[config.mk]
export PLATFORM = sky130hd
export DESIGN_NAME = reloc_guard
export DESIGN_NICKNAME = d
export VERILOG_FILES = /design/src/rtl/reloc_guard_pkg.sv /design/src/rtl/reloc_regs.sv /design/src/rtl/reloc_xlate.sv /design/src/rtl/reloc_rsp_stage.sv /design/src/rtl/reloc_guard.sv
export SDC_FILE = /design/constraint.sdc
export NUM_CORES = 1
export LEC_CHECK = 0
export BUFFER_PORTS_ARGS = -buffer_cell sky130_fd_sc_hd__buf_4
export CORE_UTILIZATION = 54
export DETAILED_ROUTE_END_ITERATION = 8
export PLACE_DENSITY = 0.79
export SLEW_MARGIN = 15
export SYNTH_ARGS = -nofsm -noshare
export SYNTH_HDL_FRONTEND = slang
export SYNTH_SLANG_ARGS = --single-unit
[constraint.sdc]
create_clock -name clk_i -period 4.95 [get_ports clk_i]
set_input_delay 0.7425 -clock clk_i [delete_from_list [all_inputs] [get_ports clk_i]]
set_output_delay 0.7425 -clock clk_i [all_outputs]
set_load 0.02 [all_outputs]
[src/rtl/reloc_guard_pkg.sv]
package reloc_guard_pkg;
  typedef enum logic {
    MODE_USER = 1'b0,
    MODE_SUPV = 1'b1
  } mode_e;
endpackage

[src/rtl/reloc_regs.sv]
module reloc_regs #(
  parameter int AW = 32
) (
  input  logic          clk_i,
  input  logic          rst_ni,
  input  logic          we_i,
  input  logic          priv_i,
  input  logic [AW-1:0] base_i,
  input  logic [AW-1:0] limit_i,
  output logic [AW-1:0] base_o,
  output logic [AW-1:0] limit_o,
  output logic          deny_o
);
  logic load;
  assign load = we_i & priv_i;

  always_ff @(posedge clk_i or negedge rst_ni) begin
    if (!rst_ni) begin
      base_o  <= '0;
      limit_o <= '0;
      deny_o  <= 1'b0;
    end else begin
      if (load) begin
        base_o  <= base_i;
        limit_o <= limit_i;
      end
      deny_o <= we_i & ~priv_i;
    end
  end
endmodule

[src/rtl/reloc_xlate.sv]
module reloc_xlate
  import reloc_guard_pkg::*;
#(
  parameter int AW = 32
) (
  input  mode_e         mode_i,
  input  logic [AW-1:0] addr_i,
  input  logic [AW-1:0] base_i,
  input  logic [AW-1:0] limit_i,
  output logic [AW-1:0] phys_o,
  output logic          trap_o
);
  logic in_range;
  // bounds check on the logical address, before relocation
  assign in_range = addr_i < limit_i;

  always_comb begin
    if (mode_i == MODE_SUPV) begin
      phys_o = addr_i;
      trap_o = 1'b0;
    end else if (in_range) begin
      phys_o = base_i + addr_i;
      trap_o = 1'b0;
    end else begin
      phys_o = '0;
      trap_o = 1'b1;
    end
  end
endmodule

[src/rtl/reloc_rsp_stage.sv]
module reloc_rsp_stage #(
  parameter int AW = 32
) (
  input  logic          clk_i,
  input  logic          rst_ni,
  input  logic          load_i,
  input  logic          take_i,
  input  logic [AW-1:0] phys_i,
  input  logic          trap_i,
  output logic          valid_o,
  output logic [AW-1:0] phys_o,
  output logic          trap_o
);
  always_ff @(posedge clk_i or negedge rst_ni) begin
    if (!rst_ni) begin
      valid_o <= 1'b0;
      phys_o  <= '0;
      trap_o  <= 1'b0;
    end else if (load_i) begin
      valid_o <= 1'b1;
      phys_o  <= phys_i;
      trap_o  <= trap_i;
    end else if (take_i) begin
      valid_o <= 1'b0;
    end
  end
endmodule

[src/rtl/reloc_guard.sv]
module reloc_guard
  import reloc_guard_pkg::*;
#(
  parameter int AW = 32
) (
  input  logic          clk_i,
  input  logic          rst_ni,
  input  logic          cfg_we_i,
  input  logic          cfg_priv_i,
  input  logic [AW-1:0] cfg_base_i,
  input  logic [AW-1:0] cfg_limit_i,
  output logic          cfg_deny_o,
  input  logic          req_valid_i,
  output logic          req_ready_o,
  input  logic          req_priv_i,
  input  logic [AW-1:0] req_addr_i,
  output logic          rsp_valid_o,
  input  logic          rsp_ready_i,
  output logic [AW-1:0] rsp_addr_o,
  output logic          rsp_trap_o
);
  logic [AW-1:0] base_w, limit_w, phys_w;
  logic          trap_w, accept;

  assign req_ready_o = ~rsp_valid_o | rsp_ready_i;
  assign accept      = req_valid_i & req_ready_o;

  reloc_regs #(.AW(AW)) u_regs (
    .clk_i   (clk_i),
    .rst_ni  (rst_ni),
    .we_i    (cfg_we_i),
    .priv_i  (cfg_priv_i),
    .base_i  (cfg_base_i),
    .limit_i (cfg_limit_i),
    .base_o  (base_w),
    .limit_o (limit_w),
    .deny_o  (cfg_deny_o)
  );

  reloc_xlate #(.AW(AW)) u_xlate (
    .mode_i  (mode_e'(req_priv_i)),
    .addr_i  (req_addr_i),
    .base_i  (base_w),
    .limit_i (limit_w),
    .phys_o  (phys_w),
    .trap_o  (trap_w)
  );

  reloc_rsp_stage #(.AW(AW)) u_rsp (
    .clk_i   (clk_i),
    .rst_ni  (rst_ni),
    .load_i  (accept),
    .take_i  (rsp_ready_i),
    .phys_i  (phys_w),
    .trap_i  (trap_w),
    .valid_o (rsp_valid_o),
    .phys_o  (rsp_addr_o),
    .trap_o  (rsp_trap_o)
  );
endmodule

* After elaboration in Yosys (flattened, before gate mapping)
Cells that the tools add are included.
** Operators by class
- Multiplexer cells :: 6
- Bitwise logic cells :: 6
- Reduce and logical (&&, ||, !) cells :: 1
- Add/subtract/negate cells :: 1
- Shift operators :: 0
- Divide/modulo/power cells :: 0
- $mul :: 0
- Order comparisons :: 1
- Eq/ne operators :: 0
** Operator list (number)
- 2-to-1 mux 32 bit :: 2
- adder 32 bit :: 1
- less-than comparator 32 bit :: 1
- 2-to-1 mux 1 bit :: 4
- bitwise AND 1 bit :: 3
- inverter 1 bit :: 2
- nonzero test 2 bit :: 1
- bitwise OR 1 bit :: 1
** Storage, ports and cells
- ROM bits :: 0
- Bits of input ports :: 103
- RAM bits :: 0
- Register bits after elaboration :: 99
- Bits in latches :: 0
- Output and inout port bits :: 36
- Memories kept :: 0
- Word-level logic and storage cells :: 21

* Logic depth before layout (Yosys ltp)
Gate-level depths: netlist of run 1.
- Depth after elaboration :: 4
- Depth in mapped cells :: 13
- Mapped depth without buffers :: 12

* Modules after synthesis
Synthesis of run 1 repeated with hierarchy kept, for this count alone.
** Second synthesis, totals
- Cells, all modules :: 592
- Area total of the unflattened synthesis :: 6571.3 um^2
** By module, submodules not included
- reloc_xlate :: seq. area each 0.0 um^2, area an instance 2666.3 um^2, instances 1, cells each 380
- reloc_regs :: seq. area each 1626.6 um^2, area an instance 2468.6 um^2, instances 1, cells each 137
- reloc_rsp_stage :: seq. area each 850.8 um^2, area an instance 1413.9 um^2, instances 1, cells each 73
- reloc_guard :: seq. area each 0.0 um^2, area an instance 22.5 um^2, instances 1, cells each 2

* Least setup slack after synthesis of run 1
Ideal clock, no wire load.
- Path kind :: input-to-reg
- From :: input port req_addr_i[0]
- To :: register u_rsp.phys_o[16]
- Data required time :: 4.827 ns
- Slack :: 2.075 ns
- Path buffers :: 0
- Setup time :: 0.123 ns
- Data arrival time :: 2.752 ns
- Stages on the path :: 12
- Cell sequence :: ha_1 > inv_1 > fa_1 > nor2b_4 > o31a_1 > o31a_2 > a41oi_1 > o41ai_1 > xnor2_1 > nor3_1 > a211oi_1 > nor2_1
** Between the ends
- Cells in the longest elaborated chain, start to end :: 3
- Elaborated cells between the ends (all ways) :: 4
- Those cells by class :: 1 x add/sub; 1 x order compare; 2 x mux
** RTL lines
- from (decl) :: line reloc_guard.sv:16 : input logic [AW-1:0] req_addr_i,
- adder 32 bit or less-than comparator 32 bit (tied branches) :: line reloc_xlate.sv:22, reloc_xlate.sv:15
- 2-to-1 mux 32 bit (*) :: line reloc_xlate.sv:21 : end else if (in_range) begin
- 2-to-1 mux 32 bit (*) :: line reloc_xlate.sv:18 : if (mode_i == MODE_SUPV) begin
- to (signal assigned) :: line reloc_rsp_stage.sv:21 : phys_o <= phys_i;
- to (decl) :: line reloc_rsp_stage.sv:11 : output logic [AW-1:0] phys_o,
Every way passes the cells marked *; elsewhere a longest branch is shown, timed or not.
A chain may end at the register's enable or synchronous reset.

* Worst setup path after layout of run 1
- From :: input port req_addr_i[7]
- To :: register u_rsp.phys_o[4]
** Between the ends
- Cells in the longest elaborated chain, start to end :: 3
** RTL lines
- less-than comparator 32 bit :: line reloc_xlate.sv:15 : assign in_range = addr_i < limit_i;
- 2-to-1 mux 32 bit :: line reloc_xlate.sv:21
- 2-to-1 mux 32 bit :: line reloc_xlate.sv:18
No other way between the ends.

==> results of run 1 <==
[placed cells by master (no fill, tap or decap), types with 3 or more instances in the layout]
| master | count |
|---|---|
| and2_1 | 3 |
| nand4_1 | 8 |
| nor3_1 | 15 |
| nor2b_1 | 7 |
| and3_1 | 3 |
| a221oi_1 | 8 |
| dfrtp_1 | 99 |
| ha_1 | 62 |
| nor2_1 | 32 |
| nand2b_1 | 5 |
| mux2_2 | 64 |
| clkbuf_16 | 9 |
| inv_1 | 41 |
| o21bai_1 | 3 |
| o21ai_1 | 11 |
| or3_1 | 5 |
| buf_4 | 141 |
| nand3_1 | 15 |
| o21ai_0 | 35 |
| a21oi_1 | 50 |
| xnor2_1 | 11 |
| o21a_1 | 9 |
| or2_2 | 3 |
| a21o_1 | 12 |
| a21oi_2 | 4 |
| a22oi_1 | 4 |
| and4_1 | 4 |
| nand2_1 | 42 |
| a211oi_1 | 5 |
| xor2_1 | 9 |
[area by class of cell]
class	count	share of cell area, %
Multi-Input combinational cell	476	46.4
Inverter	41	1.97
Sequential cell	99	31.8
Tap cell	143	2.30
Clock inverter	5	1.03
Timing Repair Buffer	141	13.6
Clock buffer	9	2.89
[per-layer routing]
metal  vias to the layer above  routed length (microns)
li1                       2584                        -
met4                         0                      414
met2                       153                     8300
met5                         -                        0
met3                        30                      943
met1                      2587                     7050
[stage by stage]
| step | power, mW | std cells |
|---|---|---|
| finish | 2.81 | 914 |
| global route | 2.96 | 914 |
| CTS | 2.82 | 914 |
| detailed placement | 2.06 | 900 |
| global placement | 2.02 | 900 |
| floorplan | 1.70 | 641 |
[registers in the layout, indices dropped and copies added (netlist names)]
register,count
u_regs.base_o,32
u_rsp.valid_o,1
u_regs.deny_o,1
u_rsp.phys_o,32
u_rsp.trap_o,1
u_regs.limit_o,32
[logic make-up after synthesis]
| group | after synthesis |
|---|---|
| compound gates | 172 |
| xor+xnor | 20 |
| fa+ha+maj | 63 |
| buf+inv | 66 |
| flops | 99 |
| mux | 66 |
| simple gates | 155 |
[worst max path at each step]
stage | start | to | slack (ps)
floorplan | req_addr_i[0] | u_rsp.phys_o[16] | 2080
global placement | req_addr_i[0] | u_rsp.phys_o[16] | 1690
detailed placement | req_addr_i[11] | u_rsp.phys_o[4] | 1570
CTS | req_addr_i[7] | u_rsp.phys_o[5] | 1940
global route | req_addr_i[7] | u_rsp.phys_o[4] | 1760
finish | req_addr_i[7] | u_rsp.phys_o[4] | 1910
[report_power, final]
part / switching (mW) / internal (mW) / total (mW)
registers: 0.0884 / 0.943 / 1.03
logic: 0.563 / 0.461 / 1.02
clock network: 0.314 / 0.436 / 0.750
total: 0.965 / 1.84 / 2.81
==> flow_metrics.py, run 1 <==
metrics = {
    "sta": {
        "fin_crit_sh_pct": 61.5,
        "final.setup.tns_ps": 0,
        "final_max_slew_viol_count": 0,
        "setup_slack_ps": 1910,
        "finalCriticalPeriod_ps": 3040,
        "whs_ps": 440,
        "setup_viol": 0,
        "worstMarginPinSlew_ps": 959,
        "rsz0062_at_grt": "no",
        "skew_ps": 11.2,
        "finalHoldViolCount": 0,
        "fmax_ghz": 0.329,
        "relSlewSlack_pct": 36.1,
    },
    "global_routing": {
        "met1_usage_pct": 34.5,
        "grt_use_total_pct": 27.9,
        "grt_pass1_wl_microns": 27200,
        "grt_pass1_vias": 5489,
        "top_usage_layer": "met2",
        "grt_util_met2_pct": 47.0,
        "gr-total-overflow": 0,
        "grt_max_degree": 57,
        "antenna_found_initial": 0,
        "grt.met3_usage_pct": 7.30,
    },
    "finish": {
        "drive_above_1_share_pct": 30.9,
        "finalNetCount": 934,
        "antenna_cells": 0,
        "fillers": 902,
        "area_growth_pct": 22.5,
        "regArea_sq_um": 2480,
        "multi_input_area_sq_um": 3620,
        "final_area_sq_um": 7790,
        "post-route-util_pct": 68.0,
    },
    "run_status": {
        "outcome": "completed",
    },
    "worst_hold_path": {
        "hp-class": "input port to asynchronous set/reset pin",
    },
    "cts": {
        "h-tree-depth": 3,
        "cts_max_path_buffers": 2,
        "cts_tree": "yes",
        "cts_root_buf": "clkbuf_16",
        "holdBufCountCts": 0,
        "cts_made_buffers": 9,
        "clock_sinks": 99,
        "ctsResizeCount": 0,
        "clock_latency_ps": 360,
        "clkTransAtPathRegs_ps": 70,
        "cts_setup_buffers": 0,
    },
    "detailed_routing": {
        "drt-total-wl_microns": 16700,
        "avgViaCountPerCell": 5.86,
        "vias": 5354,
        "drc": 0,
        "post_drt_wl_per_cell_microns": 18.3,
        "postRouteAntennaNets": 0,
        "dr.pass1.iters": 4,
        "drt_iter0_drc": 252,
    },
    "setup_path": {
        "reg2reg_from": "u_regs.limit_o[7]",
        "start_kind": "input port",
        "worstSetupEndpointType": "flip-flop",
        "rr_worst_depth": 11,
        "crit_top_cell": "o21ai_1",
        "crit_path_max_incr_delay_ps": 500,
        "crit_fanout": 17,
        "crit_type": "input port to flip-flop",
        "cp.required_ps": 5230,
        "slowest_stage": "a41o_1",
        "cp.depth": 11,
        "crit_buf_inv": 1,
        "cp.arrival_ps": 3330,
        "r2r-end": "u_rsp.phys_o[4]",
        "rrSetupSlack_ps": 2040,
        "path_cells": "buf_4, ha_1, and4_1, nand2_1, nor2_1, a2111oi_1, o21ai_1, a41o_1, a2111oi_0, a21oi_1, o21ai_1",
        "critPathTopFamily": "compound AO/OA/AOI/OAI gates",
    },
    "die": {
        "rows": 39,
        "dieArea_sq_um": 12200,
        "pin_count": 139,
        "die_w_microns": 111,
        "start_util_pct": 55.5,
        "die_h_microns": 111,
        "core_area_sq_um": 11500,
    },
    "synthesis": {
        "synth_most_common_cell": "dfrtp_1",
        "syn_nets": 807,
        "synth_top_area_share_pct": 38.9,
        "synth_flop_cell": "dfrtp_1",
        "yosysUniqueCellTypes": 69,
        "synthTopCellsByArea": "dfrtp_1 39%, ha_1 12%, mux2_2 11%",
        "netlist_area_sq_um": 6360,
        "async_flop_share_pct": 100,
        "synth_edf_count": 0,
        "yosysWarnings": 0,
        "synth.avg_cell_area_sq_um": 9.93,
        "synth_xor_area_share_pct": 2.75,
        "synthAdderAreaFrac_pct": 12.5,
        "ys_ff_latch": 99,
        "synth_top_family_by_area": "compound AO/OA/AOI/OAI gates",
        "synth_cells": 641,
        "synth_commonest_cells": "99 x dfrtp_1, 64 x mux2_2, 62 x ha_1",
        "synthMuxAreaShare_pct": 11.6,
        "synth_compound_area_share_pct": 17.6,
        "synthSimpleGateAreaFrac_pct": 12.4,
        "yosysSeqAreaShare_pct": 38.9,
        "yosysTopAreaCell": "dfrtp_1",
    },
    "pwr": {
        "p_leak_nw": 3.69,
        "pwr_density_cell_nw_per_um2": 360,
        "ir_worst_vdd_uv": 340,
    },
    "run": {
        "maxCapViolations": 0,
    },
    "place": {
        "hpwl_microns": 12600,
        "numPortBuffers": 138,
        "post-place-ws_ps": 1570,
        "dpl_cell_area_sq_um": 7490,
        "place.gp.congestion": 0.888,
    },
}
No activity file was read; power rests on OpenSTA's default activity.
==> inputs of run 2 (changes only) <==
--- a/config.mk
+++ b/config.mk
@@ -5,10 +5,11 @@
 export SDC_FILE = /design/constraint.sdc
 export NUM_CORES = 1
 export LEC_CHECK = 0
+export ABC_AREA = 1
 export BUFFER_PORTS_ARGS = -buffer_cell sky130_fd_sc_hd__buf_4
 export CORE_UTILIZATION = 54
 export DETAILED_ROUTE_END_ITERATION = 8
-export PLACE_DENSITY = 0.79
+export PLACE_DENSITY = 0.78
 export SLEW_MARGIN = 15
 export SYNTH_ARGS = -nofsm -noshare
 export SYNTH_HDL_FRONTEND = slang
==> constraint.sdc (replaced) <==
create_clock -name clk_i -period 3 [get_ports clk_i]
set_input_delay 0.45 -clock clk_i [delete_from_list [all_inputs] [get_ports clk_i]]
set_output_delay 0.45 -clock clk_i [all_outputs]
set_load 0.02 [all_outputs]
==> run 2 against run 1 <==
Against the previous run: sequential share of layout area decreased by 3.7 points; cell area up 13%; synthesized area is 14% higher; worst setup slack got worse by 960 ps; clock skew is 1.0 ps lower; critical path depth increased by 1; via count up 28%; clock-buffer cell count is the same; worst hold slack worse by 370 ps; die area increased by 14%; critical endpoint is now u_rsp.phys_o[30]; largest cell class unchanged.
==> flow_metrics.py, run 2 <==
metrics = {
    "run_status": {
        "outcome": "completed",
    },
    "synthesis": {
        "yosysWarnings": 0,
        "synth_top_area_share_pct": 34.1,
        "netlist_area_sq_um": 7270,
        "synth_edf_count": 0,
        "yosysTopAreaCell": "dfrtp_1",
        "synth_commonest_cells": "259 x nand2_1, 148 x inv_1, 142 x nor2_1",
        "ys_ff_latch": 99,
        "async_flop_share_pct": 100,
        "syn_nets": 1178,
        "synth.avg_cell_area_sq_um": 7.19,
        "yosysUniqueCellTypes": 36,
        "synth_flop_cell": "dfrtp_1",
        "synthTopCellsByArea": "dfrtp_1 34%, nand2_1 13%, ha_1 11%",
        "synth_cells": 1012,
        "yosysSeqAreaShare_pct": 34.1,
        "synth_most_common_cell": "nand2_1",
    },
    "setup_path": {
        "crit_path_max_incr_delay_ps": 420,
        "crit_fanout": 5,
        "reg2reg_from": "u_regs.base_o[29]",
        "startpoint": "u_regs.base_o[29]",
        "rrSetupSlack_ps": 950,
        "r2r-end": "u_rsp.phys_o[30]",
        "crit_path_end": "u_rsp.phys_o[30]",
        "path_cells": "ha_1, inv_1, nor3_1, nand2_1, nor2_1, nand2_2, nand2_1, nand2_1, nand2_1, nor2_1, nor2_1, nor2_1",
        "crit_type": "flip-flop to flip-flop",
        "start_kind": "flip-flop",
        "cp.required_ps": 3260,
        "cp.depth": 12,
        "slowest_stage": "dfrtp_1",
        "crit_buf_inv": 1,
        "rr_worst_depth": 12,
        "cp.arrival_ps": 2310,
        "worstSetupEndpointType": "flip-flop",
        "critPathTopFamily": "simple AND/OR/NAND/NOR gates",
    },
    "cts": {
        "cts_tree": "yes",
        "clock_sinks": 99,
        "holdBufCountCts": 0,
        "h-tree-depth": 3,
        "ctsResizeCount": 0,
        "clock_latency_ps": 370,
        "cts_made_buffers": 9,
        "clkTransAtPathRegs_ps": 70,
        "cts_root_buf": "clkbuf_16",
        "cts_max_path_buffers": 2,
        "cts_setup_buffers": 0,
    },
    "sta": {
        "finalHoldViolCount": 0,
        "setup_viol": 0,
        "final_max_slew_viol_count": 0,
        "final.setup.tns_ps": 0,
        "setup_slack_ps": 953,
        "skew_ps": 10.2,
        "rsz0062_at_grt": "no",
        "worstMarginPinSlew_ps": 744,
        "whs_ps": 70.9,
        "fin_crit_sh_pct": 68.2,
        "relSlewSlack_pct": 50.4,
        "finalCriticalPeriod_ps": 2050,
        "fmax_ghz": 0.488,
    },
    "place": {
        "place.gp.congestion": 0.986,
        "dpl_cell_area_sq_um": 8500,
        "post-place-ws_ps": 771,
        "numPortBuffers": 138,
        "hpwl_microns": 15700,
        "dp.cells": 1309,
    },
    "detailed_routing": {
        "avgViaCountPerCell": 5.19,
        "drc": 0,
        "postRouteAntennaNets": 0,
        "drt-total-wl_microns": 20000,
        "drt_iter0_drc": 535,
        "dr.pass1.iters": 5,
        "post_drt_wl_per_cell_microns": 15.1,
        "vias": 6870,
    },
    "die": {
        "dieArea_sq_um": 13900,
        "start_util_pct": 55.1,
        "die_h_microns": 118,
        "die_w_microns": 118,
        "pin_count": 139,
        "core_area_sq_um": 13200,
        "rows": 42,
    },
    "finish": {
        "fillers": 1203,
        "instances_no_fill": 1324,
        "top_regs": "u_regs.base_o x32, u_regs.limit_o x32, u_rsp.phys_o x32",
        "finalNetCount": 1310,
        "most-common-layout-cells": "258 x nand2_1, 148 x inv_1, 147 x buf_4, 142 x nor2_1",
        "mostFrequentLayoutCell": "nand2_1",
        "antenna_cells": 0,
        "regArea_sq_um": 2480,
        "area_growth_pct": 21.3,
        "multi_input_area_sq_um": 4100,
        "drive_above_1_share_pct": 22.0,
        "final_area_sq_um": 8820,
    },
    "global_routing": {
        "grt_max_degree": 59,
        "grt_pass1_wl_microns": 32900,
        "antenna_found_initial": 0,
        "grt_pass1_vias": 6592,
        "gr-total-overflow": 0,
        "grt_use_total_pct": 30.2,
    },
    "pwr": {
        "pwr_density_cell_nw_per_um2": 561,
        "ir_worst_vdd_uv": 318,
        "p_leak_nw": 4.90,
    },
    "worst_hold_path": {
        "hp-class": "input port to asynchronous set/reset pin",
    },
    "run": {
        "maxCapViolations": 0,
    },
}
## run 2: metrics by stage
step | utilization (%) | total power [mW]
floorplan | - | 2.98
global placement | 64.5 | 3.61
detailed placement | 64.5 | 3.65
CTS | 66.9 | 4.95
global route | 66.9 | 5.27
finish | 66.9 | 4.95
## run 2: kinds of logic (layout without fill, tap and decap cells)
family	count (synthesis)	after routing	share of synthesized area, %
adder cells (fa/ha/maj)	63	63	10.9
AO/OA/AOI/OAI	117	117	8.57
AND/OR/NAND/NOR	505	505	30.2
flip-flops	99	99	34.1
XOR/XNOR	13	13	1.57
multiplexers	32	32	4.95
buffers and inverters	183	319	9.74
## run 2: worst reg2reg max path, stage by stage, from the launching register on
cell     delay, ps
dfrtp_1        420
ha_1           400
inv_1          120
nor3_1         300
nand2_1        140
nor2_1         130
nand2_2         80
nand2_1         70
nand2_1         50
nand2_1         60
nor2_1          50
nor2_1         100
nor2_1          40
## run 2: routing by layer
layer	vias to the layer above	part of all wire [%]	track usage, %	wire [microns]
li1	3462	-	-	-
met1	3174	47	42.3	9470
met2	200	44	46.4	8800
met3	34	7.0	6.73	1410
met4	0	1.8	9.21	366
met5	-	0	0	0
## run 2: cell type report
type                    instances  share of cell area, %
clock inverters                 6                   1.09
well taps                     176                   2.50
multi-input cells             730                   46.4
inverters                     156                   6.64
clock buffers                   9                   2.55
flip-flops and latches         99                   28.1
repair buffers                148                   12.7
## run 2: power breakdown
group	switching [mW]	total, mW	internal, mW	leakage (nW)
sequential	0.129	1.68	1.55	1.13
combinational	1.19	1.97	0.778	3.62
clock	0.569	1.31	0.739	0.154
## run 2: worst min-delay path by stage
stage / depth (start not counted) / to / start / slack [ps]
2_1_floorplan: 0 / u_regs.base_o[0] / rst_ni / 150
3_3_place_gp: 1 / u_rsp.phys_o[21] / rst_ni / 490
3_5_place_dp: 1 / u_rsp.phys_o[21] / rst_ni / 490
4_1_cts: 1 / u_rsp.phys_o[27] / rst_ni / 110
5_1_grt: 1 / u_rsp.phys_o[29] / rst_ni / 120
6_report: 1 / u_rsp.phys_o[29] / rst_ni / 70
